--- src/rtl/ctlw_pkg.sv ---
package ctlw_pkg;
  localparam int TW = 16;
  localparam int NREG = 5;
  localparam int AW = 3;

  typedef enum logic [1:0] {
    MODE_RECORD  = 2'd0,
    MODE_REWRITE = 2'd1,
    MODE_MARK    = 2'd2,
    MODE_RECALT  = 2'd3
  } ctlw_mode_e;
endpackage

--- src/rtl/ctlw_timing_regs.sv ---
module ctlw_timing_regs #(
  parameter int TW = 16,
  parameter int NREG = 5,
  parameter int AW = 3
) (
  input  logic                     clk,
  input  logic                     rst_n,
  input  logic                     cfg_we,
  input  logic [AW-1:0]            cfg_addr,
  input  logic [TW-1:0]            cfg_wdata,
  output logic [NREG:1][TW-1:0]    regs_o
);
  for (genvar k = 1; k <= NREG; k++) begin : g_reg
    logic [TW-1:0] r_q;
    always_ff @(posedge clk or negedge rst_n) begin
      if (!rst_n) r_q <= '0;
      else if (cfg_we && cfg_addr == AW'(k)) r_q <= cfg_wdata;
    end
    assign regs_o[k] = r_q;

    assert_reg_load_R2: assert property (@(posedge clk) disable iff (!rst_n)
      (cfg_we && cfg_addr == AW'(k)) |=> (regs_o[k] == $past(cfg_wdata)));
  end
endmodule

--- src/rtl/ctlw_bit_stage.sv ---
module ctlw_bit_stage (
  input  logic clk,
  input  logic rst_n,
  input  logic anchor,
  input  logic bit_valid,
  output logic bit_ready,
  input  logic bit_value,
  input  logic bit_long,
  output logic cur_bit,
  output logic cur_long,
  output logic underrun
);
  logic full_q, st_bit_q, st_long_q;
  logic accept;

  assign bit_ready = !full_q;
  assign accept = bit_valid && !full_q;

  always_ff @(posedge clk or negedge rst_n) begin
    if (!rst_n) begin
      full_q    <= 1'b0;
      st_bit_q  <= 1'b0;
      st_long_q <= 1'b0;
      cur_bit   <= 1'b0;
      cur_long  <= 1'b0;
      underrun  <= 1'b0;
    end else begin
      if (anchor) begin
        if (full_q) begin
          cur_bit  <= st_bit_q;
          cur_long <= st_long_q;
          underrun <= 1'b0;
        end else begin
          underrun <= 1'b1;
        end
      end
      if (accept) begin
        st_bit_q  <= bit_value;
        st_long_q <= bit_long;
      end
      if (accept) full_q <= 1'b1;
      else if (anchor) full_q <= 1'b0;
    end
  end

  assert_ready_drop_R8: assert property (@(posedge clk) disable iff (!rst_n)
    (bit_valid && bit_ready) |=> !bit_ready);
  assert_ready_return_R8: assert property (@(posedge clk) disable iff (!rst_n)
    (anchor && !bit_ready) |=> bit_ready);
  assert_underrun_set_R9: assert property (@(posedge clk) disable iff (!rst_n)
    (anchor && bit_ready) |=> (underrun && cur_bit == $past(cur_bit)
                               && cur_long == $past(cur_long)));
  assert_underrun_clear_R9: assert property (@(posedge clk) disable iff (!rst_n)
    (anchor && !bit_ready) |=> !underrun);
endmodule

--- src/rtl/ctlw_period_timer.sv ---
module ctlw_period_timer #(
  parameter int TW = 16
) (
  input  logic          clk,
  input  logic          rst_n,
  input  logic          anchor,
  input  logic [TW-1:0] rise_cnt,
  input  logic [TW-1:0] fall_cnt,
  output logic          wr_pulse
);
  localparam logic [TW-1:0] CNT_MAX = '1;

  logic [TW-1:0] cnt_q;
  logic          active_q;

  always_ff @(posedge clk or negedge rst_n) begin
    if (!rst_n) begin
      cnt_q    <= '0;
      active_q <= 1'b0;
    end else if (anchor) begin
      cnt_q    <= '0;
      active_q <= 1'b1;
    end else if (active_q && cnt_q != CNT_MAX) begin
      cnt_q <= cnt_q + 1'b1;
    end
  end

  assign wr_pulse = active_q && (cnt_q >= rise_cnt) && (cnt_q < fall_cnt);

  assert_restart_R3: assert property (@(posedge clk) disable iff (!rst_n)
    anchor |=> (cnt_q == '0 && active_q));
  assert_idle_low_R1: assert property (@(posedge clk) disable iff (!rst_n)
    !active_q |-> !wr_pulse);
  assert_saturate_R10: assert property (@(posedge clk) disable iff (!rst_n)
    (active_q && cnt_q == CNT_MAX && !anchor) |=> (cnt_q == CNT_MAX));
  assert_no_inverted_R10: assert property (@(posedge clk) disable iff (!rst_n)
    (fall_cnt <= rise_cnt) |-> !wr_pulse);
endmodule

--- src/rtl/ctl_pulse_writer.sv ---
module ctl_pulse_writer
  import ctlw_pkg::*;
(
  input  logic          clk,
  input  logic          rst_n,
  input  logic [1:0]    mode,
  input  logic          cfg_we,
  input  logic [AW-1:0] cfg_addr,
  input  logic [TW-1:0] cfg_wdata,
  input  logic          ref_tick,
  input  logic          pb_ctl,
  input  logic          bit_valid,
  output logic          bit_ready,
  input  logic          bit_value,
  input  logic          bit_long,
  output logic          wr_pulse,
  output logic          bit_flag,
  output logic          underrun
);
  logic [NREG:1][TW-1:0] regs;
  logic pb_q, pb_rise, anchor;
  logic cur_bit, cur_long;
  logic [TW-1:0] rise_cnt, fall_cnt;
  ctlw_mode_e md;

  assign md = ctlw_mode_e'(mode);

  always_ff @(posedge clk or negedge rst_n) begin
    if (!rst_n) pb_q <= 1'b0;
    else        pb_q <= pb_ctl;
  end
  assign pb_rise = pb_ctl && !pb_q;
  assign anchor  = (md == MODE_REWRITE) ? pb_rise : ref_tick;

  ctlw_timing_regs #(.TW(TW), .NREG(NREG), .AW(AW)) u_regs (
    .clk(clk), .rst_n(rst_n), .cfg_we(cfg_we), .cfg_addr(cfg_addr),
    .cfg_wdata(cfg_wdata), .regs_o(regs)
  );

  ctlw_bit_stage u_stage (
    .clk(clk), .rst_n(rst_n), .anchor(anchor),
    .bit_valid(bit_valid), .bit_ready(bit_ready),
    .bit_value(bit_value), .bit_long(bit_long),
    .cur_bit(cur_bit), .cur_long(cur_long), .underrun(underrun)
  );

  always_comb begin
    rise_cnt = (md == MODE_REWRITE) ? '0 : regs[1];
    if (md == MODE_MARK)       fall_cnt = regs[3];
    else if (!cur_bit)         fall_cnt = cur_long ? regs[3] : regs[2];
    else                       fall_cnt = cur_long ? regs[5] : regs[4];
  end

  ctlw_period_timer #(.TW(TW)) u_timer (
    .clk(clk), .rst_n(rst_n), .anchor(anchor),
    .rise_cnt(rise_cnt), .fall_cnt(fall_cnt), .wr_pulse(wr_pulse)
  );

  assign bit_flag = cur_bit;

  assert_flag_tracks_R7: assert property (@(posedge clk) disable iff (!rst_n)
    (anchor && !bit_ready) |=> (bit_flag == $past(u_stage.st_bit_q)));
endmodule

--- config.mk ---
export PLATFORM = sky130hd
export DESIGN_NAME = ctl_pulse_writer
export DESIGN_NICKNAME = d
export VERILOG_FILES = /design/src/rtl/ctlw_pkg.sv /design/src/rtl/ctlw_timing_regs.sv /design/src/rtl/ctlw_bit_stage.sv /design/src/rtl/ctlw_period_timer.sv /design/src/rtl/ctl_pulse_writer.sv
export SDC_FILE = /design/constraint.sdc
export NUM_CORES = 1
export LEC_CHECK = 0
export ABC_AREA = 1
export CORE_MARGIN = 5
export CORE_UTILIZATION = 40
export CTS_BUF_LIST = sky130_fd_sc_hd__clkbuf_4 sky130_fd_sc_hd__clkbuf_8
export CTS_CLUSTER_DIAMETER = 30
export DETAILED_ROUTE_END_ITERATION = 8
export HOLD_SLACK_MARGIN = 0.08
export PLACE_DENSITY = 0.66
export SYNTH_ARGS = -nofsm -noshare
export SYNTH_HDL_FRONTEND = slang
export SYNTH_SLANG_ARGS = --single-unit
export TNS_END_PERCENT = 1
--- constraint.sdc ---
create_clock -name clk -period 4.3 [get_ports clk]
set_input_delay 1.29 -clock clk [delete_from_list [all_inputs] [get_ports clk]]
set_output_delay 1.29 -clock clk [all_outputs]
set_load 0.005 [all_outputs]
Yosys cells after proc, flatten, opt, wreduce, memory -nomap -nowiden
Cells that the tools add are included.
{ "totals": {"ff_bits": 104, "output_inout_bits": 4, "word_cells": 51} }
{ "classes": {"addsub": 1, "magnitude_cmp": 2, "eq_ne": 8, "n_mux": 11, "reduce_logical": 15} }
{ "op_table": {"columns": ["cell", "n"], "rows": [
  ["2-to-1 mux 16 bit", 7],
  ["adder 16 x 1 -> 16 bit, second input constant", 1],
  ["greater-or-equal comparator 16 bit", 1],
  ["< comparator 16 bit", 1],
  ["!= test 16 bit, second input constant", 1],
  ["logical AND 1 bit", 10],
  ["== test 3 x 2 -> 1 bit, second input constant", 2],
  ["== test 3 bit, second input constant", 2],
  ["2-to-1 mux 1 bit", 4],
  ["nonzero test 2 bit", 2],
  ["== test 3 x 1 -> 1 bit, second input constant", 1],
  ["== test 2 x 1 -> 1 bit, second input constant", 1],
  ["== test 2 bit, second input constant", 1],
  ["logical NOT 1 bit", 2],
  ["AND reduction 2 bit", 1]
]} }

Longest topological paths before layout
Gate-level depths: netlist (run 1).
{ "logic_depth": {"ltp_word": 5, "ltp_mapped": 14} }

Modules after synthesis
Synthesis (run 1) repeated with hierarchy kept, for this count alone.
{ "unflattened": {"hier_cells": 862, "area_unflattened_um2": 6158.4} }
{ "modules_own_cells": {"columns": ["module", "n_inst", "cells_per_inst", "area_per_inst_um2"], "rows": [
  ["ctlw_timing_regs", 1, 354, 3169.3],
  ["ctlw_period_timer", 1, 269, 1836.8],
  ["ctl_pulse_writer", 1, 216, 925.9],
  ["ctlw_bit_stage", 1, 23, 226.5]
]} }

Least setup slack after synthesis (run 1)
Ideal clock, no wire load.
{ "synth_timing": {"path_type": "in2out", "from": "input mode[0]", "to": "output wr_pulse", "t_arrival_ns": 3.008, "slack_ns": 0.002, "path_stages": 10, "path_buffers": 1, "cell_sequence": "inv_1 > nand2_1 > nand2_1 > clkbuf_1 > a22oi_1 > ha_1 > a211o_1 > nor3_1 > nand2_1 > a21oi_1"} }
{ "synth_between": {"elab_chain_len": 5, "elab_cells_between_ends": 8, "cone_classes": "order compare (2); eq/ne (2); mux (2); reduce/logical (2)"} }
{ "synth_lines": {"columns": ["element", "line_no", "text"], "rows": [
  ["start: declaration", "ctl_pulse_writer.sv:6", "input logic [1:0] mode,"],
  ["== test 2 x 1 -> 1 bit", "ctl_pulse_writer.sv:48", "rise_cnt = (md == MODE_REWRITE) ? '0 : regs[1];"],
  ["2-to-1 mux 16 bit", "ctl_pulse_writer.sv:48", null],
  ["greater-or-equal comparator 16 bit", "ctlw_period_timer.sv:28", "assign wr_pulse = active_q && (cnt_q >= rise_cnt) && (cnt_q < fall_cnt);"],
  ["logical AND 1 bit", "ctlw_period_timer.sv:28", null],
  ["logical AND 1 bit *", "ctlw_period_timer.sv:28", null],
  ["end: declaration", "ctl_pulse_writer.sv:16", "output logic wr_pulse,"]
]} }
Every way passes the cells marked *; elsewhere a longest branch is shown, timed or not.

Worst setup path after layout (run 1)
Same ends and word-level chain as after synthesis.

==> impl_metrics.ini, run 1 <==
[sta]
setup_violations = 0
slew_headroom_pct = 32.4
max_freq_ghz = 0.234
skew_ps = 5.74
period_share_pct = 99.5
rsz0062_at_grt = true
slew_violations = 0
hold_viol = 0
period_needed_ps = 4280
finalSetupTns_ps = 0
worstMarginPinSlew_ps = 1010

[drt]
vias = 4533
routedWlPerCell_um = 15.7
routed_wl_mm = 13.7
firstDrtPassIters = 5
via_per_inst = 5.22
drc = 0
drt_iter0_drc = 369
drtAntennaViolNets = 0

[worst_setup_path]
endpoint_kind = output pin
worstPathMaxFanout = 16
r2r-start = u_timer.cnt_q[0]$_DFFE_PN0P_
arrival_ps = 2990
worst_setup_path_start_kind = primary input
r2r-end = u_timer.cnt_q[9]$_DFFE_PN0P_
crit_required_ps = 3010
reg2regPathDepth = 11
path_class = primary input to output pin
worst-r2r-setup-slack_ps = 2190

[pwr]
p_int_uw = 1780
power_frac_clock_pct = 22.7
leakagePower_uw = 0.00297
switching_share_pct = 35.4
power_switching_uw = 974
max-vdd-ir-drop_mv = 0.216
combPwrFrac_pct = 32.2
p_per_area_nw_per_um2 = 439
design_power_total_uw = 2750
share_seq_of_total_power_pct = 45.2

[synth]
synth_warnings = 0
synth_area_leaders = dfrtp_1 (49%), nand2_1 (12%), o21ai_0 (11%)
synth_cell_types = 33
synthTopCellsByCount = nand2_1 (178), o21ai_0 (117), dfrtp_1 (104)
syn_inst = 648
netlist.area_leader.share_pct = 48.6
synth-main-ff-cell = dfrtp_1
synth_area_um2 = 5360
synth.most_common_cell = nand2_1
synth_top_cell_by_area = dfrtp_1
synth_nets = 709
synth-seq-cells = 104
ys_seq_area_share_pct = 48.6
syn_avg_cell_area_um2 = 8.26
synth_edf_count = 0
async_flop_share_pct = 100

[cts]
clock_path_buffers = 2
cts_made_buffers = 9
cts_max_level = 3
cts_sinks = 104
tritoncts = done
root_buffer = clkbuf_8
clock_latency_ps = 390
cts_hold_buf = 0
cts.reportedPaths.clkPinSlew_ps = 90

[global_route]
grt_first_pass_wirelength_mm = 22.6
grt_pass1_vias = 4532
grt_overflow_total = 0
grt_antenna_before_repair = 0
grt_start_max_net_pins = 68
grt.total_usage_pct = 17.9

[placed_design]
port_buffers = 32
dp.cells = 849
routabilityCongestion = 0.911
dp_hpwl_mm = 9.93
placed_cell_area_um2 = 5940

[run]
cap_violations = 0

[min_path]
worstHoldPathCells = 2
holdPathEnd = u_regs.g_reg[4].r_q[2]$_DFFE_PN0P_
holdCritStartpoint = u_regs.g_reg[4].r_q[2]$_DFFE_PN0P_
min_path_type = flop to flop

[finish]
final_layout_size_suffix_gt1_share_pct = 10.8
nFillCells = 1276
antenna_cells = 0
final_cells = 869
design_area_um2 = 6270
syn_to_final_growth_pct = 17.1
final_nets = 749

[status]
outcome = finished, final reports clean

[die]
initial_core_util_pct = 40.6
die_height_um = 126
die_w_um = 126
coreArea_um2 = 13200
fp-row-count = 42
pin_count = 33
dieArea_um2 = 15800
## repair_timing
| action | 4_1_cts | 5_1_grt |
|---|---|---|
| gates resized for setup | 30 | 12 |
| pin swaps | 10 | 10 |
| setup endpoints to repair | 1 | 1 |
| endpoints found under the hold margin | 0 | 0 |
| cloned | 1 | 0 |
| setup buffers | 2 | 1 |
## state kept, by name, indices dropped and copies added, names as in the netlist
name / cells
pb_q: 1
u_regs.g.r_q: 80
u_stage.cur_bit: 1
u_stage.cur_long: 1
u_stage.full_q: 1
u_stage.st_bit_q: 1
u_stage.st_long_q: 1
u_stage.underrun: 1
u_timer.active_q: 1
u_timer.cnt_q: 16
## power by group through the flow
stage | clock [uW] | combinational, uW | sequential (uW)
5_1_grt | 678 | 1010 | 1270
2_1_floorplan | 0 | 526 | 1230
3_3_place_gp | 0 | 807 | 1260
3_5_place_dp | 0 | 841 | 1260
6_report | 624 | 886 | 1240
4_1_cts | 637 | 869 | 1240
## critical path, stage by stage
cell,delay (ps)
buf_6,90
inv_2,70
nand2_2,90
buf_6,160
a22oi_1,180
ha_1,270
a211o_1,300
nor3_1,170
nand2_1,80
a21oi_2,140
buf_2,130
## metrics by stage
stage          setup slack, ps  utilization, %  hold slack [ps]
6_report                  23.4            47.6              489
3_5_place_dp              -890            45.0              468
3_3_place_gp              -835            45.0              461
5_1_grt                   -101            47.6              511
4_1_cts                   20.0            47.0              493
2_1_floorplan             1.64               -              448
## how the worst max path moves through the flow
stage | start | end | slack [ps] | depth (start not counted)
2_1_floorplan | mode[0] | wr_pulse | 2 | 10
3_3_place_gp | mode[0] | wr_pulse | -830 | 14
3_5_place_dp | mode[1] | wr_pulse | -890 | 14
4_1_cts | mode[0] | wr_pulse | 20 | 14
5_1_grt | mode[1] | wr_pulse | -100 | 14
6_report | mode[0] | wr_pulse | 20 | 11
## routing by layer
layer	GRT usage, %	share of wire, %	vias to the layer above
met2	29.7	48	74
met1	23.5	46	2196
met5	0	0	-
li1	-	-	2239
met4	7.78	2.6	0
met3	2.67	2.7	24
## cell type report
cell class              count  area, um2  area share (%)
repair inverters            1       7.51           0.120
flip-flops and latches    104       2600            41.5
clock inverters             4       35.0           0.559
repair buffers             54        508            8.10
clock buffers              12        165            2.63
multi-input cells         469       2550            40.6
inverters                  49        186            2.97
well taps                 176        220            3.51
## kinds of logic after synthesis
family,Yosys count,synth area share [%]
AND/OR/NAND/NOR,261,20.0
AO/OA/AOI/OAI,167,16.8
flip-flops,104,48.6
buffers and inverters,75,5.47
adder cells (fa/ha/maj),32,7.48
XOR/XNOR,7,1.14
multiplexers,2,0.421
## placed cells by master (no fill, tap or decap), types with 4 or more instances in the layout
cell             Yosys  routed
nand2_1            178     172
a21oi_2              2       4
nor3_1               9       8
clkdlybuf4s50_1      0      28
inv_1               44      43
ha_1                32      30
o31ai_1              6       6
clkbuf_8             0      12
buf_4                0      19
buf_6                1       4
nand4_1              5       5
a22oi_1             14      13
xor2_1               7       7
inv_2                4       4
nor2_1              41      39
o21ai_0            117     116
nand3_1             18      18
nand2_2              2       6
o21ai_1              6       6
dfrtp_1            104     104
a21oi_1             19      17
No activity file was read; power rests on OpenSTA's default activity.
==> run 2, diff against run 1 <==
ABC_AREA = 0   (was 1)
==> run 2 against run 1 <==
  * The run now ends with setup timing left
  * Cell count decreased by 19%
  * First-iteration DRC count decreased by 44%
  * Non-clock buffer count increased by 4
  * Total power increased by 6.2%
  * Largest power group unchanged
  * Highest routed layer unchanged
==> impl_metrics.ini, run 2 <==
[cts]
cts_hold_buf = 0
clock_path_buffers = 2
cts_sinks = 104
tritoncts = done
clock_latency_ps = 370
root_buffer = clkbuf_8
cts_made_buffers = 9
cts_max_level = 3
cts.reportedPaths.clkPinSlew_ps = 80

[status]
violations = setup timing
outcome = finished with violations

[sta]
rsz0062_at_grt = true
period_needed_ps = 4600
slew_headroom_pct = 26.6
hold_viol = 0
worstMarginPinSlew_ps = 1090
slew_violations = 0
skew_ps = 2.83
fin_ws_ps = -302
setup_violations = 1
period_share_pct = 107
max_freq_ghz = 0.217

[drt]
firstDrtPassIters = 4
vias = 3899
via_per_inst = 5.55
routedWlPerCell_um = 17.6
drtAntennaViolNets = 0
drt_iter0_drc = 207
routed_wl_mm = 12.4
drc = 0

[synth]
synth_adder_area_share_pct = 7.28
synth_top_cell_by_area = dfrtp_1
synthTopCellsByCount = dfrtp_1 (104), mux2_1 (65), mux2_2 (34)
synth_area_leaders = dfrtp_1 (47%), mux2_1 (13%), ha_1 (7.3%)
synth_top_family_by_area = multiplexers
synth_edf_count = 0
synth_area_um2 = 5500
synth_cell_types = 48
synth-main-ff-cell = dfrtp_1
ys_seq_area_share_pct = 47.3
synth_xor_area_share_pct = 1.75
synth_compound_area_share_pct = 9.22
synth_nets = 537
syn_inst = 476
synth_mux_area_share_pct = 20.3
async_flop_share_pct = 100
synth-seq-cells = 104
syn_avg_cell_area_um2 = 11.6
yosys.area_share.simple_pct = 12.1
synth_warnings = 0
netlist.area_leader.share_pct = 47.3
synth.most_common_cell = dfrtp_1

[finish]
nFillCells = 1208
final_common_cell = dfrtp_1
final_nets = 585
reg_top3 = u_regs.g.r_q x80, u_timer.cnt_q x16
largest_reg_flops = 80
antenna_cells = 0
utilization_pct = 49.0
final_layout_size_suffix_gt1_share_pct = 19.4
layout_common_cells = dfrtp_1 (104), mux2_1 (65), mux2_2 (34)
design_area_um2 = 6540
syn_to_final_growth_pct = 19.0
top_register = u_regs.g.r_q

[worst_setup_path]
arrival_ps = 3310
crit_required_ps = 3010
endpoint_kind = output pin
max_stage_delay_ps = 380
worst_setup_path_start_kind = primary input
worstPathMaxFanout = 7
crit_path_top_delay_cell = or3_1
path_cells = buf_8 -> nor2b_4 -> buf_6 -> buf_4 -> nor3_1 -> o21ai_1 -> o221ai_2 -> ha_1 -> nand4_1 -> or3_1 -> and4b_1 -> buf_2
path_class = primary input to output pin

[pwr]
leakagePower_uw = 0.00283
max-vdd-ir-drop_mv = 0.250
p_per_area_nw_per_um2 = 447
design_power_total_uw = 2930

[placed_design]
placed_cell_area_um2 = 6200
dp_hpwl_mm = 8.84
routabilityCongestion = 0.896
port_buffers = 32

[global_route]
grt_antenna_before_repair = 0
grt.total_usage_pct = 16.6
grt_overflow_total = 0
grt_first_pass_wirelength_mm = 21.5
grt_start_max_net_pins = 55
grt_pass1_vias = 4213

[min_path]
min_path_type = flop to flop

[run]
cap_violations = 0

[die]
pin_count = 33
initial_core_util_pct = 41.2
die_w_um = 127
fp-row-count = 42
dieArea_um2 = 16200
coreArea_um2 = 13300
die_height_um = 127
## run 2: cell count changes after synthesis, moves of 6 or more
cell / previous run / this run
nand2b_1: 0 / 6
o31ai_1: 6 / 0
mux2_1: 0 / 65
nor2_1: 41 / 30
o221ai_1: 0 / 15
a22oi_1: 14 / 0
inv_1: 44 / 8
mux2_2: 2 / 34
nand2_1: 178 / 32
nand3_1: 18 / 8
nor3_1: 9 / 15
o21ai_0: 117 / 13
## run 2: area by class of cell
| class | instances | area (um2) | area share, % |
|---|---|---|---|
| repair buffers | 58 | 613 | 9.37 |
| well taps | 176 | 220 | 3.37 |
| multi-input cells | 343 | 2910 | 44.5 |
| clock buffers | 12 | 159 | 2.43 |
| clock inverters | 1 | 5.00 | 0.0765 |
| inverters | 8 | 30.0 | 0.459 |
| flip-flops and latches | 104 | 2600 | 39.8 |
## run 2: worst max-delay path, delay by kind of cell
family,cells,cell delay [ps]
buf+inv,4,510
simple gates,5,920
fa+ha+maj,1,320
compound gates,2,260
## run 2: final timing paths
check                                                    from                            endpoint  slack, ps  depth (start not counted)
max                                                   mode[0]                            wr_pulse       -300                         12
min                        u_regs.g_reg[1].r_q[0]$_DFFE_PN0P_  u_regs.g_reg[1].r_q[0]$_DFFE_PN0P_        480                          1
max reg2reg                      u_timer.cnt_q[4]$_DFFE_PN0P_       u_timer.cnt_q[13]$_DFFE_PN0P_       2450                          5
min reg2reg                u_regs.g_reg[1].r_q[0]$_DFFE_PN0P_  u_regs.g_reg[1].r_q[0]$_DFFE_PN0P_        480                          1
max in group asynchronous                               rst_n       u_timer.cnt_q[13]$_DFFE_PN0P_       2640                          2
min in group asynchronous                               rst_n  u_regs.g_reg[4].r_q[3]$_DFFE_PN0P_        950                          1
## run 2: through the flow
stage	setup slack, ps	hold slack [ps]	setup TNS [ps]	std cells
after floorplan	3.03	449	0	476
after global placement	-1100	461	-1100	683
after detailed placement	-1090	468	-1090	683
after CTS	-302	488	-302	702
after global routing	-413	513	-413	702
final	-302	483	-302	702
## run 2: routing by layer
metal | routed length, um | track usage (%) | up-vias | part of all wire, %
met1 | 5630 | 21.9 | 1967 | 46
met2 | 6040 | 27.3 | 63 | 49
met3 | 437 | 3.51 | 18 | 3.5
met4 | 245 | 5.87 | 0 | 2.0
li1 | - | - | 1851 | -
met5 | 0 | 0 | - | 0
## run 2: timing repair
action	CTS	global route
endpoints found under the setup margin	1	1
buffers inserted	4	0
gates cloned	2	0
pin swaps	14	9
resized for setup	36	4
## run 2: logic make-up after synthesis
family,after synthesis
flops,104
mux,99
fa+ha+maj,32
compound gates,76
simple gates,125
xor+xnor,11
buf+inv,29
## run 2: power breakdown
| part | total [uW] | internal [uW] | switching, uW |
|---|---|---|---|
| registers | 1300 | 1170 | 129 |
| clock network | 541 | 238 | 302 |
| logic | 1090 | 566 | 522 |
| total | 2930 | 1970 | 953 |
==> run 3, diff against run 2 <==
PLACE_DENSITY = not set   (was 0.66)
PLACE_DENSITY_LB_ADDON = 0.25   (was not set)
REMOVE_ABC_BUFFERS = 1   (was not set)
==> run 3 against run 2 <==
  * The run still ends with setup timing left
  * Clock power grew 9.6%
  * Setup slack lost 57 ps
  * Cell count grew 0.85%
  * Register-to-register slack is essentially flat
  * Flip-flop and latch count is the same
  * Utilization grew 0.12 points
  * Wire length grew 4.6%
  * Clock-buffer cell count grew 1
  * Cell area grew 0.25%
  * Sequential power is essentially flat
  * Critical path type unchanged
  * Largest cell class unchanged
  * Largest power group unchanged
==> impl_metrics.ini, run 3 (synthesized netlist as in run 2, its figures left out) <==
[die]
coreArea_um2 = 13300
pin_count = 33
die_w_um = 127
dieArea_um2 = 16200
initial_core_util_pct = 41.2
fp-row-count = 42
die_height_um = 127

[placed_design]
dp.cells = 688
dp_hpwl_mm = 8.98
routabilityCongestion = 0.837
placed_cell_area_um2 = 6250
pre_cts_ws_ps = -1210
port_buffers = 32

[cts]
cts_hold_buf = 0
clock_path_buffers = 2
tritoncts = done
root_buffer = clkbuf_8
cts_sinks = 104
cts_max_level = 3
cts.reportedPaths.clkPinSlew_ps = 90
cts_made_buffers = 9
clock_latency_ps = 390

[sta]
slew_violations = 0
hold_viol = 0
rsz0062_at_grt = true
worstMarginPinSlew_ps = 845
slew_headroom_pct = 43.7
period_share_pct = 108
fin_ws_ps = -359
skew_ps = 3.20
period_needed_ps = 4660
setup_violations = 1
max_freq_ghz = 0.215

[worst_setup_path]
max_stage_delay_ps = 310
worstPathMaxFanout = 7
r2r-start = u_timer.cnt_q[4]$_DFFE_PN0P_
worst-r2r-setup-slack_ps = 2450
reg2regPathDepth = 5
crit_path_top_delay_cell = ha_1
path_class = primary input to output pin
arrival_ps = 3370
endpoint_kind = output pin
path_cells = buf_8 -> nor2b_4 -> buf_6 -> nor3_1 -> o21ai_0 -> o221ai_1 -> ha_1 -> nand4_1 -> nor2_2 -> a211oi_2 -> or3_1 -> and4b_1 -> buf_2
r2r-end = u_timer.cnt_q[3]$_DFFE_PN0P_
crit_required_ps = 3010
crit_start = mode[1]
worst_setup_path_start_kind = primary input

[min_path]
worstHoldPathCells = 1
holdCritStartpoint = u_regs.g_reg[2].r_q[3]$_DFFE_PN0P_
min_path_type = flop to flop
holdPathEnd = u_regs.g_reg[2].r_q[3]$_DFFE_PN0P_

[global_route]
grt.total_usage_pct = 16.6
grt_start_max_net_pins = 66
grt_first_pass_wirelength_mm = 21.1
grt_antenna_before_repair = 0
grt_overflow_total = 0
grt_pass1_vias = 4106

[finish]
final_cells = 708
final_layout_size_suffix_gt1_share_pct = 20.1
final_common_cell = dfrtp_1
syn_to_final_growth_pct = 19.2
top_register = u_regs.g.r_q
layout_common_cells = dfrtp_1 (104), mux2_1 (65), mux2_2 (34)
reg_top3 = u_regs.g.r_q x80, u_timer.cnt_q x16
nFillCells = 1250
largest_reg_flops = 80
design_area_um2 = 6560
utilization_pct = 49.1
final_nets = 588
antenna_cells = 0

[drt]
via_per_inst = 5.54
routed_wl_mm = 12.9
vias = 3923
routedWlPerCell_um = 18.2
drtAntennaViolNets = 0
firstDrtPassIters = 4
drt_iter0_drc = 258
drc = 0

[pwr]
p_per_area_nw_per_um2 = 452
max-vdd-ir-drop_mv = 0.260
leakagePower_uw = 0.00283

[status]
violations = setup timing
outcome = finished with violations

[run]
cap_violations = 0
-- run 3: where the power goes --
group / switching [uW] / leakage, uW / internal [uW]
sequential: 123 / 0.00127 / 1170
clock: 331 / 0.000103 / 262
combinational: 531 / 0.00146 / 551
-- run 3: worst max-delay path by stage --
stage | slack, ps | cells after the start | end
2_1_floorplan | -290 | 10 | wr_pulse
3_3_place_gp | -1160 | 13 | wr_pulse
3_5_place_dp | -1210 | 13 | wr_pulse
4_1_cts | -340 | 13 | wr_pulse
5_1_grt | -480 | 13 | wr_pulse
6_report | -360 | 13 | wr_pulse
-- run 3: cell type report --
class	count	area [um2]	share of cell area (%)
Tap cell	176	220	3.36
Multi-Input combinational cell	343	2900	44.2
Timing Repair Buffer	61	619	9.44
Clock inverter	3	15.0	0.229
Inverter	8	30.0	0.458
Sequential cell	104	2600	39.7
Clock buffer	13	173	2.63
-- run 3: timing repair --
action                     4_1_cts  5_1_grt
setup endpoints to repair        1        1
resized for setup               25       13
gates cloned                     1        0
setup buffers                    3        0
pin swaps                        7       11
-- run 3: per-stage QoR --
step	hold WS, ps	power (uW)	TNS (ps)
floorplan	449	1880	-292
global placement	461	2300	-1160
detailed placement	467	2330	-1210
CTS	489	2970	-342
global route	500	3160	-483
finish	486	2970	-359
-- run 3: worst max-delay path, delay by kind of cell --
family	cells	cell delay, ps
compound gates	3	330
fa+ha+maj	1	310
buf+inv	3	370
simple gates	6	1050
-- run 3: layer usage --
layer  GRT usage [%]  wire, um  part of all wire (%)
met5               0         0                     0
met2            27.0      6190                    48
met1            21.6      6040                    47
met3            4.97       494                   3.8
met4            4.67       200                   1.5
